File: config.mk
export PLATFORM = sky130hd
export DESIGN_NAME = i2c_irq_vector
export DESIGN_NICKNAME = d
export VERILOG_FILES = /design/src/rtl/i2c_irq_pkg.sv /design/src/rtl/i2c_irq_flags.sv /design/src/rtl/i2c_irq_prio.sv /design/src/rtl/i2c_irq_vector.sv
export SDC_FILE = /design/constraint.sdc
export NUM_CORES = 1
export LEC_CHECK = 0
export BUFFER_PORTS_ARGS = -buffer_cell sky130_fd_sc_hd__buf_4
export CAP_MARGIN = 20
export CORE_ASPECT_RATIO = 1.5
export CORE_MARGIN = 10
export CORE_UTILIZATION = 50
export CTS_BUF_LIST = sky130_fd_sc_hd__clkbuf_8
export DETAILED_ROUTE_END_ITERATION = 6
export PLACE_DENSITY = 0.85
export SYNTH_ARGS = -nofsm -noshare
export SYNTH_HDL_FRONTEND = slang
export SYNTH_SLANG_ARGS = --single-unit
File: constraint.sdc
create_clock -name clk -period 2.3 [get_ports clk]
set_input_delay 0.46 -clock clk [delete_from_list [all_inputs] [get_ports clk]]
set_output_delay 0.46 -clock clk [all_outputs]
set_load 0.05 [all_outputs]
File: src/rtl/i2c_irq_pkg.sv
package i2c_irq_pkg;
  typedef enum logic [1:0] {
    SEL_STAT = 2'd0,
    SEL_ENAB = 2'd1,
    SEL_VECT = 2'd2,
    SEL_NONE = 2'd3
  } reg_sel_e;
endpackage

File: src/rtl/i2c_irq_flags.sv
module i2c_irq_flags #(
  parameter int unsigned SRC_N = 7
) (
  input  logic             clk,
  input  logic             rst_n,
  input  logic [SRC_N-1:0] set_i,
  input  logic [SRC_N-1:0] clr_i,
  output logic [SRC_N-1:0] flag_o
);
  for (genvar i = 0; i < SRC_N; i++) begin : g_bit
    always_ff @(posedge clk) begin
      if (!rst_n)         flag_o[i] <= 1'b0;
      else if (set_i[i])  flag_o[i] <= 1'b1;
      else if (clr_i[i])  flag_o[i] <= 1'b0;
    end


    set_wins_chk: assert property (@(posedge clk) disable iff (!rst_n)
      set_i[i] |=> flag_o[i]);

    clear_takes_chk: assert property (@(posedge clk) disable iff (!rst_n)
      (clr_i[i] && !set_i[i]) |=> !flag_o[i]);

    rise_cause_chk: assert property (@(posedge clk) disable iff (!rst_n)
      $rose(flag_o[i]) |-> $past(set_i[i]));
  end
endmodule

File: src/rtl/i2c_irq_prio.sv
module i2c_irq_prio #(
  parameter int unsigned SRC_N  = 7,
  parameter int unsigned CODE_W = $clog2(SRC_N + 1)
) (
  input  logic [SRC_N-1:0]  pend_i,
  output logic [CODE_W-1:0] code_o,
  output logic [SRC_N-1:0]  code_oh_o
);
  always_comb begin
    code_o = '0;
    for (int i = SRC_N - 1; i >= 0; i--) begin
      if (pend_i[i]) code_o = CODE_W'(i + 1);
    end
  end

  always_comb begin
    for (int i = 0; i < SRC_N; i++) begin
      code_oh_o[i] = (code_o == CODE_W'(i + 1));
    end
  end
endmodule

File: src/rtl/i2c_irq_vector.sv
module i2c_irq_vector
  import i2c_irq_pkg::*;
#(
  parameter int unsigned SRC_N      = 7,
  parameter int unsigned DATA_W     = 16,
  parameter int unsigned RSFULL_POS = 11,
  parameter int unsigned BUSY_POS   = 12
) (
  input  logic              clk,
  input  logic              rst_n,
  input  logic [SRC_N-1:0]  evt_i,
  input  logic              rs_full_i,
  input  logic              bus_busy_i,
  input  logic [1:0]        reg_sel_i,
  input  logic              wr_en_i,
  input  logic              rd_en_i,
  input  logic [DATA_W-1:0] wdata_i,
  output logic [DATA_W-1:0] rdata_o,
  output logic              irq_o
);
  localparam int unsigned CODE_W = $clog2(SRC_N + 1);

  reg_sel_e           sel;
  logic [SRC_N-1:0]   flags;
  logic [SRC_N-1:0]   enab_q;
  logic [SRC_N-1:0]   pend;
  logic [SRC_N-1:0]   clr;
  logic [SRC_N-1:0]   code_oh;
  logic [CODE_W-1:0]  vec_code;
  logic [DATA_W-1:0]  stat_word;

  assign sel  = reg_sel_e'(reg_sel_i);
  assign pend = flags & enab_q;

  i2c_irq_prio #(.SRC_N(SRC_N), .CODE_W(CODE_W)) u_prio (
    .pend_i    (pend),
    .code_o    (vec_code),
    .code_oh_o (code_oh)
  );

  always_comb begin
    clr = '0;
    if (wr_en_i && sel == SEL_STAT) clr = clr | wdata_i[SRC_N-1:0];
    if (rd_en_i && sel == SEL_VECT) clr = clr | code_oh;
  end

  i2c_irq_flags #(.SRC_N(SRC_N)) u_flags (
    .clk    (clk),
    .rst_n  (rst_n),
    .set_i  (evt_i),
    .clr_i  (clr),
    .flag_o (flags)
  );

  always_ff @(posedge clk) begin
    if (!rst_n)                          enab_q <= '0;
    else if (wr_en_i && sel == SEL_ENAB) enab_q <= wdata_i[SRC_N-1:0];
  end

  always_comb begin
    stat_word             = '0;
    stat_word[SRC_N-1:0]  = flags;
    stat_word[RSFULL_POS] = rs_full_i;
    stat_word[BUSY_POS]   = bus_busy_i;
  end

  always_ff @(posedge clk) begin
    if (!rst_n) rdata_o <= '0;
    else if (rd_en_i) begin
      case (sel)
        SEL_STAT: rdata_o <= stat_word;
        SEL_ENAB: rdata_o <= DATA_W'(enab_q);
        SEL_VECT: rdata_o <= DATA_W'(vec_code);
        default:  rdata_o <= '0;
      endcase
    end
  end

  assign irq_o = |pend;


  irq_has_code_chk: assert property (@(posedge clk) disable iff (!rst_n)
    irq_o == (vec_code != '0));

  vec_enabled_chk: assert property (@(posedge clk) disable iff (!rst_n)
    ((code_oh & ~enab_q) == '0));

  vec_lowest_chk: assert property (@(posedge clk) disable iff (!rst_n)
    (vec_code != '0) |-> ((flags & enab_q & (code_oh - 1'b1)) == '0));

  vec_ack_chk: assert property (@(posedge clk) disable iff (!rst_n)
    (rd_en_i && sel == SEL_VECT && ((evt_i & code_oh) == '0)) |=> ((flags & $past(code_oh)) == '0));

  unused_sel_chk: assert property (@(posedge clk) disable iff (!rst_n)
    (rd_en_i && sel == SEL_NONE) |=> (rdata_o == '0));

  enab_load_chk: assert property (@(posedge clk) disable iff (!rst_n)
    (wr_en_i && sel == SEL_ENAB) |=> (enab_q == $past(wdata_i[SRC_N-1:0])));
endmodule

==> impl_summary.log <==
[metrics] run status: finished clean
[metrics] CTS H-tree lvls: 1
[metrics] Final #Nets: 197
[metrics] area share of and/or/nand/nor cells after synthesis: 0.194
[metrics] sinks on the clock net: 23
[metrics] Hold Crit Start: evt_i[2]
[metrics] share of post-route cells with drive strength above 1: 0.212
[metrics] antenna-violating nets left: 0
[metrics] worst relative slew slack: 0.542
[metrics] initial core utilization: 0.525
[metrics] mux cell area share after synthesis: 0.118
[metrics] R2R Path Start: enab_q[1]$_SDFFE_PN0P_
[metrics] clock input transition at the sequential cells of the worst setup and hold paths: 80 ps
[metrics] final period utilization: 0.952
[metrics] capturing element type of the critical path: output pin
[metrics] data arrival time of the worst path: 1730 ps
[metrics] total negative setup slack: 0 ps
[metrics] flip-flop and latch count after synthesis: 23
[metrics] max_cap viols: 0
[metrics] cell count of the worst hold path: 3
[metrics] number of post-CTS setup repair buffers: 0
[metrics] layout overhead on the synthesized area: 22.4%
[metrics] largest fanout on the critical path: 6
[metrics] initial DRC count: 68
[metrics] CP required: 1840 ps
[metrics] final weighted congestion in routability-driven placement: 0.869
[metrics] worst min-delay path endpoint: u_flags.flag_o[2]$_SDFFE_PN0P_
[metrics] Synth warnings: 0
[metrics] WL/cell: 17.1 um
[metrics] Post-Synth XOR/XNOR Area: 0
[metrics] maximum clock path buffer count: 2
[metrics] cell taking the most area after synthesis: sky130_fd_sc_hd__dfxtp_1
[metrics] syn avg cell area: 8.86 sq um
[metrics] largest net degree at the start of global routing: 24
[metrics] Clk Latency, worst-skew pair: 270 ps
[metrics] remaining design rule violation count: 0
[metrics] Seq/Total Area, Yosys: 0.388
[metrics] register-to-register setup slack: 520 ps
[metrics] Adder-Cell Fraction of Synth Area: 0
[metrics] Leakage Power: 0.654 nW
[metrics] Max Fclk: 457 MHz
[metrics] worst voltage drop across the vdd grid: 0.522 mV
[metrics] post-detailed-route via-to-cell ratio: 5.95
[metrics] count of distinct cell types in the synthesized netlist: 32
[metrics] Top FF cell, synth: sky130_fd_sc_hd__dfxtp_1
[metrics] number of instances in the synthesized netlist: 134
[metrics] complex-gate fraction of the synthesized area: 0.232
[metrics] gr ovfl total: 0
[metrics] post-synth top area share: 0.388
[metrics] post-CTS sizing: 0
[metrics] depth of the worst register-to-register path: 4
[metrics] Detail Placement HPWL: 2430 um
[metrics] Global Route Usage Sum: 0.135
[metrics] DRT Pass-1 Iters: 4
[metrics] netlist area before placement: 1190 sq um
[metrics] kind of critical path: register to output pin
[metrics] worst hold path type: input pin to register
[metrics] final total power: 847 uW
[metrics] kind of start point of the critical path: register
[metrics] Setup violations, final: 0
[metrics] slew at the pin with the worst max-slew slack: 686 ps
[metrics] combinational family with the most area after synthesis: compound AO/OA/AOI/OAI gates
[metrics] top cells by area, synth: sky130_fd_sc_hd__dfxtp_1, sky130_fd_sc_hd__mux2i_1, sky130_fd_sc_hd__nor2b_1
[metrics] CTS root buffer: sky130_fd_sc_hd__clkbuf_8
[metrics] number of enable-type register cells in the synthesized netlist: 0
[metrics] post-route minimum period: 2190 ps
[metrics] area of the die: 4760 sq um
[metrics] Pwr per Cell Area: 582 nW/um^2
[metrics] count of input and output buffers: 31
[metrics] CTS hold repair buffers: 0
[metrics] via count: 1118
[metrics] end of the worst register-to-register path: u_flags.flag_o[6]$_SDFFE_PN0P_
[metrics] unrepaired setup endpoints after global routing: false
[metrics] number of antenna violations at the first check in global routing: 0
[metrics] final hold violation count: 0
[metrics] die height: 79.7 um
[metrics] wire length of the first global-routing pass: 5250 um
[metrics] num ports: 48
[metrics] async set or reset register ratio after synthesis: 0
[metrics] Final Max Tran Viols: 0
[metrics] Antenna Cells: 0
[metrics] width of the die: 59.8 um
[metrics] post-route clock skew: 6.63 ps
[metrics] TritonCTS clock tree: done
[metrics] core area: 2260 sq um
[metrics] number of global-route vias before repair: 1179
[metrics] cell row count: 21
[metrics] number of CTS-inserted buffers: 3
[metrics] final wirelength: 3220 um
## sequential cells by signal, indices dropped and copies added, names as in the netlist
register and flops:
rdata_o 9, enab_q 7, u_flags.flag_o 7
## logic make-up (layout without fill, tap and decap cells)
family,after synthesis,count (layout)
other,1,7
muxes,14,14
buffers and inverters,13,38
DFF,23,23
and+or+nand+nor,44,44
AOI/OAI and AO/OA,39,39
## cell type report
cell class / instances / area (sq um)
Inverter: 2 / 7.51
Clock inverter: 1 / 3.75
Fill cell: 197 / 806
Multi-Input combinational cell: 104 / 672
Tap cell: 23 / 28.8
Sequential cell: 23 / 460
Timing Repair Buffer: 32 / 240
Clock buffer: 3 / 41.3
## per-layer routing
metal	share of wire	track usage	wire [um]	vias up
met4	0.0090	0.0653	29	0
li1	-	-	-	534
met1	0.38	0.139	1230	525
met5	0	0	0	-
met3	0.085	0.0414	273	4
met2	0.52	0.235	1680	55
## how the worst max path moves through the flow
stage	startpoint	slack, ps	to	cells past startpoint
final	enab_q[1]$_SDFFE_PN0P_	110	irq_o	3
after global routing	enab_q[1]$_SDFFE_PN0P_	20	irq_o	3
after CTS	enab_q[1]$_SDFFE_PN0P_	140	irq_o	3
after detailed placement	enab_q[1]$_SDFFE_PN0P_	470	irq_o	3
after global placement	enab_q[1]$_SDFFE_PN0P_	550	irq_o	3
after floorplan	enab_q[1]$_SDFFE_PN0P_	560	irq_o	2
## stage by stage
| stage | setup WS, ps | instance area, sq um | cells | hold slack [ps] | util |
|---|---|---|---|---|---|
| 2_1_floorplan | 556 | 1210 | 140 | 498 | - |
| 3_3_place_gp | 554 | 1410 | 184 | 459 | 0.623 |
| 3_5_place_dp | 467 | 1410 | 184 | 475 | 0.623 |
| 4_1_cts | 145 | 1450 | 188 | 425 | 0.643 |
| 5_1_grt | 22.7 | 1450 | 188 | 416 | 0.643 |
| 6_report | 111 | 1450 | 188 | 423 | 0.643 |
## Yosys cell counts (all sizes together), types with 2 or more instances
master and number:
a22oi 3, and2 7, o21ai 6, nand2b 2, a31oi 2, dfxtp 23
a21boi 5, mux2i 14, nand2 13, nor2b 9, o2bb2ai 5, clkbuf 2
nand3 4, nor2 5, o311a 2, a21oi 7, buf 9, inv 2
a21o 2
## worst max-delay path, cell delays in order (launching register included)
cell                       delay (ps)
sky130_fd_sc_hd__dfxtp_1          360
sky130_fd_sc_hd__a222oi_1         670
sky130_fd_sc_hd__nand3_1          190
sky130_fd_sc_hd__buf_4            240
## report_power, final
group | switching [mW] | internal (mW) | leakage (nW)
registers | 0.0183 | 0.415 | 0.189
clock network | 0.129 | 0.119 | 0.0269
logic | 0.0999 | 0.0646 | 0.439
total | 0.247 | 0.599 | 0.654
## layout by cell type (no fill, tap or decap), drive strengths merged, types with 2 or more instances in the layout
cell type  Yosys  routed
a21boi         5       5
a21o           2       2
a21oi          7       7
a22oi          3       3
a31oi          2       2
and2           7       7
buf            9      32
clkbuf         2       3
conb           1       7
dfxtp         23      23
inv            2       3
mux2i         14      14
nand2         13      13
nand2b         2       2
nand3          4       4
nor2           5       5
nor2b          9       9
o21ai          6       6
o2bb2ai        5       5
o311a          2       2
No activity file was read; power rests on OpenSTA's default activity.
